===== src/rtl/wpu_pkg.sv =====
package wpu_pkg;

  // Operation codes; the numeric values are part of the port contract.
  typedef enum logic [1:0] {
    WP_EXTRACT  = 2'd0,
    WP_INSERT   = 2'd1,
    WP_SHUFFLE  = 2'd2,
    WP_SIGNMASK = 2'd3
  } wp_op_e;

endpackage


===== src/rtl/wpu_lane_xfer.sv =====
// Scalar <-> vector word transfer: extract (zero-extended) and masked insert.
module wpu_lane_xfer #(
  parameter int LANE_W = 16,
  parameter int LANES  = 4,
  parameter int SCL_W  = 32,
  localparam int VEC_W = LANE_W * LANES,
  localparam int SEL_W = $clog2(LANES)
) (
  input  logic [VEC_W-1:0] src_vec,
  input  logic [VEC_W-1:0] dst_vec,
  input  logic [SCL_W-1:0] scl_in,
  input  logic [SEL_W-1:0] sel,
  output logic [SCL_W-1:0] ext_scl,
  output logic [VEC_W-1:0] ins_vec,
  output logic [LANES-1:0] ins_hit
);

  function automatic logic [LANE_W-1:0] pick_lane(
    input logic [VEC_W-1:0] v, input logic [SEL_W-1:0] s);
    logic [LANE_W-1:0] w;
    w = '0;
    for (int i = 0; i < LANES; i++)
      if (s == SEL_W'(i)) w = v[i*LANE_W +: LANE_W];
    return w;
  endfunction

  logic [LANE_W-1:0] picked;

  always_comb begin
    picked  = pick_lane(src_vec, sel);
    ext_scl = '0;
    ext_scl[LANE_W-1:0] = picked;
  end

  for (genvar g = 0; g < LANES; g++) begin : g_ins
    assign ins_hit[g] = (sel == SEL_W'(g));
    assign ins_vec[g*LANE_W +: LANE_W] =
      ins_hit[g] ? scl_in[LANE_W-1:0] : dst_vec[g*LANE_W +: LANE_W];
  end

endmodule


===== src/rtl/wpu_shuffle.sv =====
// Per-lane word permutation under a packed field-per-lane control.
module wpu_shuffle #(
  parameter int LANE_W = 16,
  parameter int LANES  = 4,
  localparam int VEC_W  = LANE_W * LANES,
  localparam int SEL_W  = $clog2(LANES),
  localparam int CTRL_W = LANES * SEL_W
) (
  input  logic [VEC_W-1:0]  src_vec,
  input  logic [CTRL_W-1:0] ctrl,
  output logic [VEC_W-1:0]  shf_vec
);

  for (genvar g = 0; g < LANES; g++) begin : g_lane
    logic [SEL_W-1:0]  field;
    logic [LANE_W-1:0] word;
    assign field = ctrl[g*SEL_W +: SEL_W];
    always_comb begin
      word = '0;
      for (int i = 0; i < LANES; i++)
        if (field == SEL_W'(i)) word = src_vec[i*LANE_W +: LANE_W];
    end
    assign shf_vec[g*LANE_W +: LANE_W] = word;
  end

endmodule


===== src/rtl/wpu_sign_gather.sv =====
// Collects the top bit of every byte into a zero-extended scalar mask.
module wpu_sign_gather #(
  parameter int VEC_W = 64,
  parameter int SCL_W = 32,
  localparam int NBYTES = VEC_W / 8
) (
  input  logic [VEC_W-1:0] src_vec,
  output logic [SCL_W-1:0] mask_scl
);

  logic [NBYTES-1:0] signs;

  for (genvar k = 0; k < NBYTES; k++) begin : g_byte
    assign signs[k] = src_vec[8*k + 7];
  end

  always_comb begin
    mask_scl = '0;
    mask_scl[NBYTES-1:0] = signs;
  end

endmodule


===== src/rtl/wpu_top.sv =====
module wpu_top
  import wpu_pkg::*;
#(
  parameter int LANE_W  = 16,
  parameter int LANES   = 4,
  parameter int SCL_W   = 32,
  parameter bit OUT_REG = 1'b1,
  localparam int VEC_W  = LANE_W * LANES,
  localparam int SEL_W  = $clog2(LANES),
  localparam int CTRL_W = LANES * SEL_W
) (
  input  logic              clk,
  input  logic              rst_n,
  input  logic [1:0]        op_sel,
  input  logic [VEC_W-1:0]  vec_a,
  input  logic [VEC_W-1:0]  vec_dst,
  input  logic [SCL_W-1:0]  scl_in,
  input  logic [CTRL_W-1:0] ctrl,
  output logic [VEC_W-1:0]  vec_res,
  output logic [SCL_W-1:0]  scl_res
);

  wp_op_e             op;
  logic [SCL_W-1:0]   ext_scl;
  logic [SCL_W-1:0]   msk_scl;
  logic [VEC_W-1:0]   ins_vec;
  logic [VEC_W-1:0]   shf_vec;
  logic [LANES-1:0]   ins_hit;
  logic [VEC_W-1:0]   nxt_vec;
  logic [SCL_W-1:0]   nxt_scl;

  assign op = wp_op_e'(op_sel);

  wpu_lane_xfer #(.LANE_W(LANE_W), .LANES(LANES), .SCL_W(SCL_W)) u_xfer (
    .src_vec (vec_a),
    .dst_vec (vec_dst),
    .scl_in  (scl_in),
    .sel     (ctrl[SEL_W-1:0]),
    .ext_scl (ext_scl),
    .ins_vec (ins_vec),
    .ins_hit (ins_hit)
  );

  wpu_shuffle #(.LANE_W(LANE_W), .LANES(LANES)) u_shuf (
    .src_vec (vec_a),
    .ctrl    (ctrl),
    .shf_vec (shf_vec)
  );

  wpu_sign_gather #(.VEC_W(VEC_W), .SCL_W(SCL_W)) u_sign (
    .src_vec  (vec_a),
    .mask_scl (msk_scl)
  );

  always_comb begin
    nxt_vec = '0;
    nxt_scl = '0;
    unique case (op)
      WP_EXTRACT:  nxt_scl = ext_scl;
      WP_INSERT:   nxt_vec = ins_vec;
      WP_SHUFFLE:  nxt_vec = shf_vec;
      WP_SIGNMASK: nxt_scl = msk_scl;
      default: ;
    endcase
  end

  if (OUT_REG) begin : g_reg
    always_ff @(posedge clk) begin
      if (!rst_n) begin
        vec_res <= '0;
        scl_res <= '0;
      end else begin
        vec_res <= nxt_vec;
        scl_res <= nxt_scl;
      end
    end
  end else begin : g_comb
    assign vec_res = nxt_vec;
    assign scl_res = nxt_scl;
  end

endmodule


===== config.mk =====
export PLATFORM = sky130hd
export DESIGN_NAME = wpu_top
export DESIGN_NICKNAME = d
export VERILOG_FILES = /design/src/rtl/wpu_pkg.sv /design/src/rtl/wpu_lane_xfer.sv /design/src/rtl/wpu_shuffle.sv /design/src/rtl/wpu_sign_gather.sv /design/src/rtl/wpu_top.sv
export SDC_FILE = /design/constraint.sdc
export NUM_CORES = 1
export LEC_CHECK = 0
export CORE_ASPECT_RATIO = 0.5
export CORE_MARGIN = 2
export CORE_UTILIZATION = 50
export CTS_CLUSTER_SIZE = 10
export DETAILED_ROUTE_END_ITERATION = 8
export DONT_BUFFER_PORTS = 1
export GPL_TIMING_DRIVEN = 0
export HOLD_SLACK_MARGIN = 0.15
export PLACE_DENSITY = 0.68
export SKIP_LAST_GASP = 1
export SLEW_MARGIN = 15
export SYNTH_ARGS = -nofsm -noshare
export SYNTH_HDL_FRONTEND = slang
export SYNTH_SLANG_ARGS = --single-unit

===== constraint.sdc =====
create_clock -name clk -period 4.3 [get_ports clk]
set_input_delay 1.075 -clock clk [delete_from_list [all_inputs] [get_ports clk]]
set_output_delay 1.075 -clock clk [all_outputs]
set_load 0.005 [all_outputs]

==> impl_metrics.yaml, run 1 <==
routing:
  wl_mm: 17.4
  first_iter_violations: 314
  via_count: 4003
  drc_errors: 0
  post_drt_via_cell_ratio: 6.42
  first_pass_iters: 7
  ant_nets: 0
  detail_route.wl_per_cell_um: 27.9
floorplanning:
  die_x_um: 147
  die_area_mm2: 0.0112
  die_h_um: 75.7
  coreArea_mm2: 0.0101
  num_rows: 26
  ios: 268
  initial_core_util_pct: 50.8
timing:
  fin_setup_tns_ns: 0
  period_minus_slack_ns: 2.43
  rsz0062_at_grt: "no"
  setup_violations: 0
  tightest_slew_ns: 0.648
  fin_crit_sh_pct: 56.5
  slew_violations: 0
  fmax_mhz: 412
  hold_viol: 0
  slew_headroom_pct: 56.8
worst_setup_path:
  end_kind: "register"
  cp-start-kind: "input pin"
  critPathMaxFanout: 10
  cp_cell_sequence: "inv_1, ha_1, and2_1, buf_2, nand2_1, clkbuf_1, o21ai_1"
  slowest_stage: "clkbuf_1"
  max_stage_delay_ns: 0.50
  cp.required_ns: 4.50
  worstSetupPathType: "input pin to register"
  critPathArrivalTime_ns: 2.63
global_route:
  grt-ovfl-total: 0
  grt_pass1_vias: 3932
  grt_use_total_pct: 30.6
  grt_pass1_wl_mm: 24.5
  antenna_found_initial: 1
  grt_max_degree: 14
cells_and_area:
  layout_common_cells: "mux2i_1 (96), dfxtp_1 (80), mux4_2 (48), nand3_1 (48), o21ai_1 (38)"
  multi_input_area_mm2: 0.00313
  diodes: 0
  seqCellArea_mm2: 0.00160
  syn2layout_area_growth_pct: 10.5
  mostFrequentLayoutCell: "mux2i_1"
  final.fill_count: 912
  final_nets: 655
  drive_gt1_share_pct: 29.3
  finalNonFillerCells: 624
synthesis:
  synth_cell_type_count: 27
  ys_seq_area_share_pct: 31.2
  synth.largest_area_cell: "dfxtp_1"
  netlist_area_mm2: 0.00514
  postSynthCellCount: 453
  yosysWarnings: 0
  synth_top_area_share_pct: 31.2
  netlist_top_cells_area: "dfxtp_1 (31%), mux4_2 (21%), mux2i_1 (19%), nand3_1 (4.7%), o21ai_1 (3.7%)"
  avgSynthCellArea_um2: 11.3
  ys_seq_elements: 80
clock_network:
  cts_setup_buffers: 0
  cts_buffers: 9
  ctsHoldBuffers: 0
  path_clk_slew_ns: 0.06
  clockRootBuffer: "clkbuf_16"
  cts_tree: "yes"
  cts_resized: 0
  cts_buffer_depth: 2
  htree_num_levels: 3
  cts.sinks: 80
place:
  gp_congestion: 0.892
  hpwl_mm: 13.3
  placedCellCount: 608
  portBuffers: 0
outcome:
  outcome: "finished, final reports clean"
job:
  max_cap_violations: 0
power_and_ir_drop:
  p_leak_nw: 2.38
  ir_drop_uv: 212
  power.total_w: 0.00194
  power_density_mw_per_mm2: 342
worst_hold_path:
  hold_path_class: "input pin to register"
registers in the layout (all words and copies together), names as in the netlist:
name and flops:
scl_res 16, vec_res 64
final timing paths:
check | to | cells past startpoint | from
max | vec_res[62] | 7 | op_sel[0]
min | scl_res[3] | 2 | vec_a[31]
layout make-up:
class	instances	share of cell area, %
multi-input cells	326	55.1
well taps	140	3.09
plain buffers	60	8.09
clock inverters	5	0.970
inverters	2	0.132
flip-flops and latches	80	28.2
clock buffers	11	4.45
report_power, final:
group          total (W)  leakage (nW)  internal, W  switching [W]
combinational   0.000350          1.58     0.000181       0.000170
clock           0.000801         0.148     0.000480       0.000321
sequential      0.000790         0.651     0.000773      0.0000173
cells by family after synthesis:
family                   count (synthesis)  synth area share (%)
buffers and inverters                   62                  9.08
AO/OA/AOI/OAI                           72                  8.38
AND/OR/NAND/NOR                         74                  7.09
flip-flops                              80                  31.2
other                                    1                0.0730
multiplexers                           160                  43.2
adder cells (fa/ha/maj)                  4                 0.974
routing by layer:
metal,vias to the layer above,track usage [%],share of wire (%)
met3,14,13.7,14
li1,1741,-,-
met5,-,0,0
met2,250,49.5,47
met4,0,7.37,0.88
met1,1998,38.6,39
metrics by stage:
step | instance area [um2] | util [%] | worst slack (ns) | hold WS, ns
finish | 5680 | 56.1 | 1.87 | 0.851
global route | 5680 | 56.1 | 1.73 | 0.851
CTS | 5680 | 56.1 | 1.91 | 0.848
detailed placement | 5370 | 53.1 | 1.56 | 1.20
global placement | 5370 | 53.1 | 1.60 | 1.20
floorplan | 5190 | - | 1.98 | 1.19
Yosys cell counts (all sizes together):
library cell	number
buf	57
dfxtp	80
mux2	16
inv	2
clkbuf	3
nand3b	1
mux2i	96
nand2b	2
conb	1
nand2	12
mux4	48
nor2	9
o22ai	16
and3b	1
nand3	48
and2	1
o21ai	56
ha	4
critical path: cells and delay by family:
family / cells / cell delay [ns]
fa+ha+maj: 1 / 0.31
compound gates: 1 / 0.16
buf+inv: 3 / 0.67
simple gates: 2 / 0.41
Power figures use the tool's default switching activity.
==> run 2: changes to the inputs <==
--- a/config.mk
+++ b/config.mk
@@ -13,7 +13,7 @@
 export DONT_BUFFER_PORTS = 1
 export GPL_TIMING_DRIVEN = 0
 export HOLD_SLACK_MARGIN = 0.15
-export PLACE_DENSITY = 0.68
+export PLACE_DENSITY = 0.71
 export SKIP_LAST_GASP = 1
 export SLEW_MARGIN = 15
 export SYNTH_ARGS = -nofsm -noshare
==> constraint.sdc (replaced) <==
create_clock -name clk -period 2.2 [get_ports clk]
set_input_delay 0.55 -clock clk [delete_from_list [all_inputs] [get_ports clk]]
set_output_delay 0.55 -clock clk [all_outputs]
set_load 0.005 [all_outputs]
==> impl_metrics.yaml, run 2 (synthesis gave the netlist of run 1 again) <==
global_route:
  grt-ovfl-total: 0
  grt_use_total_pct: 30.8
  grt_max_degree: 16
  antenna_found_initial: 0
  grt_pass1_wl_mm: 24.6
  grt_pass1_vias: 3936
cells_and_area:
  diodes: 0
  fin_area_mm2: 0.00567
  largest_register: "vec_res"
  reg_top3: "vec_res: 64 flops, scl_res: 16 flops"
  syn2layout_area_growth_pct: 10.4
  finalNonFillerCells: 624
  final_util_pct: 56.1
  final_nets: 655
  drive_gt1_share_pct: 29.3
  layout_common_cells: "mux2i_1 (96), dfxtp_1 (80), mux4_2 (48), nand3_1 (48), o21ai_1 (38)"
  mostFrequentLayoutCell: "mux2i_1"
  largest_reg_flops: 64
routing:
  drc_errors: 0
  ant_nets: 0
  detail_route.wl_per_cell_um: 27.6
  wl_mm: 17.3
  post_drt_via_cell_ratio: 6.50
  first_iter_violations: 352
  via_count: 4054
  first_pass_iters: 5
floorplanning:
  ios: 268
  coreArea_mm2: 0.0101
  initial_core_util_pct: 50.8
  num_rows: 26
  die_h_um: 75.7
  die_area_mm2: 0.0112
  die_x_um: 147
power_and_ir_drop:
  power_frac_seq_pct: 41.1
  p_clk_share_pct: 40.7
  swShare_pct: 26.7
  p_comb_share_pct: 18.2
  p_int_w: 0.00275
  power_switching_w: 0.00100
  power_density_mw_per_mm2: 662
  ir_drop_uv: 323
  p_leak_nw: 2.38
  power.total_w: 0.00375
clock_network:
  path_clk_slew_ns: 0.06
  cts_setup_buffers: 0
  cts_buffers: 9
  cts_tree: "yes"
  clockRootBuffer: "clkbuf_16"
  cts.sinks: 80
  cts_buffer_depth: 2
  ctsHoldBuffers: 0
  cts_resized: 0
  htree_num_levels: 3
worst_setup_path:
  critPathArrivalTime_ns: 2.15
  cp_num_buf_inv: 3
  end_kind: "register"
  cp_cell_sequence: "inv_1, ha_1, and2_1, buf_2, nand2_1, clkbuf_1, o21ai_1"
  critPathMaxFanout: 10
  critical-path-top-delay-family: "buffers and inverters"
  cp-start-kind: "input pin"
  max_stage_delay_ns: 0.52
  worstSetupPathType: "input pin to register"
  slowest_stage: "clkbuf_1"
  cp.required_ns: 2.40
place:
  placedCellCount: 608
  gp_congestion: 0.899
  placed_cell_area_mm2: 0.00537
  hpwl_mm: 13.2
  portBuffers: 0
timing:
  period_minus_slack_ns: 1.95
  fmax_mhz: 512
  slew_violations: 0
  slew_headroom_pct: 59.4
  rsz0062_at_grt: "no"
  hold_viol: 0
  fin_crit_sh_pct: 88.8
  setup_violations: 0
  tightest_slew_ns: 0.609
outcome:
  outcome: "finished, final reports clean"
worst_hold_path:
  hold_path_class: "input pin to register"
job:
  max_cap_violations: 0
run 2: changes by cell type in the layout (fill, tap and decap cells not counted):
cell,before,now
clkinv_2,2,1
inv_6,0,2
clkinv_4,0,2
clkbuf_8,2,0
clkinvlp_4,2,1
run 2: routing by layer:
layer / wire, um / share of wire [%] / track usage, % / vias to the layer above
met4: 202 / 1.2 / 7.69 / 0
met1: 6850 / 40 / 38.9 / 2009
met5: 0 / 0 / 0 / -
li1: - / - / - / 1738
met2: 7750 / 45 / 47.9 / 289
met3: 2450 / 14 / 15.4 / 18
run 2: worst paths after layout:
kind / startpoint / to / slack (ns) / depth (start not counted)
max: op_sel[0] / vec_res[56] / 0.25 / 7
min: vec_a[7] / scl_res[0] / 0.32 / 2
run 2: power by group through the flow:
stage / combinational (W) / sequential (W) / clock, W
floorplan: 0.000546 / 0.00157 / 0
CTS: 0.000674 / 0.00154 / 0.00155
global route: 0.000728 / 0.00155 / 0.00163
detailed placement: 0.000671 / 0.00158 / 0
finish: 0.000682 / 0.00154 / 0.00153
global placement: 0.000664 / 0.00158 / 0
run 2: layout make-up:
type,count,area (um2)
clock buffers,9,225
flip-flops and latches,80,1600
fillers,886,4440
clock inverters,7,77.6
well taps,140,175
inverters,2,7.51
plain buffers,60,459
multi-input cells,326,3130
run 2: stage by stage:
stage	hold WS [ns]	setup WS, ns	TNS, ns
finish	0.325	0.247	0
global route	0.321	0.111	0
CTS	0.318	0.248	0
detailed placement	0.673	-0.107	-0.892
global placement	0.668	-0.107	-0.937
floorplan	0.665	0.406	0
==> run 3: changes to the inputs <==
==> constraint.sdc (replaced) <==
create_clock -name clk -period 1.6 [get_ports clk]
set_input_delay 0.4 -clock clk [delete_from_list [all_inputs] [get_ports clk]]
set_output_delay 0.4 -clock clk [all_outputs]
set_load 0.005 [all_outputs]
==> impl_metrics.yaml, run 3 (synthesis gave the netlist of run 1 again) <==
power_and_ir_drop:
  power_density_mw_per_mm2: 926
  p_leak_nw: 2.40
  p_comb_share_pct: 17.9
  p_int_w: 0.00382
  ir_drop_uv: 513
  p_clk_share_pct: 41.9
  swShare_pct: 27.7
  power_frac_seq_pct: 40.2
  power.total_w: 0.00528
  power_switching_w: 0.00146
cells_and_area:
  layout_common_cells: "mux2i_1 (96), dfxtp_1 (80), mux4_2 (48), nand3_1 (48), o21ai_1 (38)"
  largest_register: "vec_res"
  syn2layout_area_growth_pct: 11.0
  diodes: 0
  final_nets: 655
  finalNonFillerCells: 624
  mostFrequentLayoutCell: "mux2i_1"
  largest_reg_flops: 64
  drive_gt1_share_pct: 30.2
  reg_top3: "vec_res: 64 flops, scl_res: 16 flops"
global_route:
  antenna_found_initial: 0
  grt_pass1_vias: 3974
  grt_pass1_wl_mm: 24.4
  grt_use_total_pct: 30.6
  grt-ovfl-total: 0
  grt_max_degree: 17
outcome:
  outcome: "finished, final reports clean"
routing:
  first_iter_violations: 406
  via_count: 4156
  post_drt_via_cell_ratio: 6.66
  ant_nets: 0
  first_pass_iters: 5
  met2_wirelength_mm: 7.76
  wl_mm: 17.5
  drt-met1-wl_mm: 7.22
  route.met3.wl_mm: 2.25
  drc_errors: 0
  dr.max_layer_used: "met4"
  detail_route.wl_per_cell_um: 28.1
worst_setup_path:
  critPathMaxFanout: 10
  worstSetupPathType: "input pin to register"
  cp_cell_sequence: "inv_1, ha_1, and2_1, buf_2, buf_2, buf_4, nand3_1, o21ai_0"
  cp-start-kind: "input pin"
  cpMostUsedCell: "buf_2"
  cp.required_ns: 1.87
  critPathArrivalTime_ns: 1.79
  end_kind: "register"
  slowest_stage: "ha_1"
  max_stage_delay_ns: 0.29
clock_network:
  clockRootBuffer: "clkbuf_16"
  path_clk_slew_ns: 0.07
  htree_num_levels: 3
  cts_tree: "yes"
  cts_buffer_depth: 2
  cts_setup_buffers: 0
  cts.sinks: 80
  cts_buffers: 9
worst_hold_path:
  hold_path_class: "input pin to register"
  holdPathStages: 2
timing:
  rsz0062_at_grt: "no"
  tightest_slew_ns: 0.614
  fin_ws_ns: 0.0818
  hold_viol: 0
  slew_headroom_pct: 59.1
  fin_crit_sh_pct: 94.9
  setup_violations: 0
  whs_ns: 0.166
  fin_setup_tns_ns: 0
  fmax_mhz: 659
  period_minus_slack_ns: 1.52
  slew_violations: 0
place:
  hpwl_mm: 13.4
  gp_congestion: 0.957
  placedCellCount: 608
  dp_slack_ns: -0.463
  portBuffers: 0
floorplanning:
  ios: 268
  die_h_um: 75.7
  die_area_mm2: 0.0112
  die_x_um: 147
  num_rows: 26
  initial_core_util_pct: 50.8
  coreArea_mm2: 0.0101
job:
  max_cap_violations: 0
==> run 3: metrics by stage <==
step / instance area (um2) / utilization, %
2_1_floorplan: 5200 / -
3_3_place_gp: 5380 / 53.1
3_5_place_dp: 5380 / 53.1
4_1_cts: 5690 / 56.3
5_1_grt: 5700 / 56.4
6_report: 5700 / 56.4
==> run 3: layer usage <==
layer | vias up | GRT usage [%]
met5 | - | 0
met4 | 0 | 8.33
met3 | 29 | 11.4
met2 | 309 | 47.2
met1 | 2078 | 41.3
li1 | 1740 | -
==> run 3: area by class of cell <==
class / count / area, um2
fill: 880 / 4410
multi-input combinational: 326 / 3130
sequential: 80 / 1600
buffer: 60 / 478
clock buffer: 9 / 225
tap: 140 / 175
clock inverter: 7 / 86.3
inverter: 2 / 7.51
==> run 3: worst max-delay path, delay by kind of cell <==
family          cells  cell delay, ns
compound gates      1            0.11
fa+ha+maj           1            0.29
buf+inv             4            0.71
simple gates        2            0.27
==> run 3: worst paths after layout <==
| check | from | endpoint | slack (ns) |
|---|---|---|---|
| worst max-delay path | op_sel[0] | vec_res[52] | 0.08 |
| worst min-delay path | vec_a[39] | scl_res[4] | 0.17 |
==> run 3: timing repair <==
action	in CTS	in global routing
gates resized for setup	2	7
hold buffers	0	0
endpoints found under the setup margin	8	27
==> run 3: power groups by stage <==
stage / combinational (W) / clock, W / sequential, W
global route: 0.00100 / 0.00231 / 0.00213
CTS: 0.000926 / 0.00222 / 0.00212
detailed placement: 0.000923 / 0 / 0.00217
global placement: 0.000908 / 0 / 0.00217
finish: 0.000944 / 0.00221 / 0.00212
floorplan: 0.000752 / 0 / 0.00215
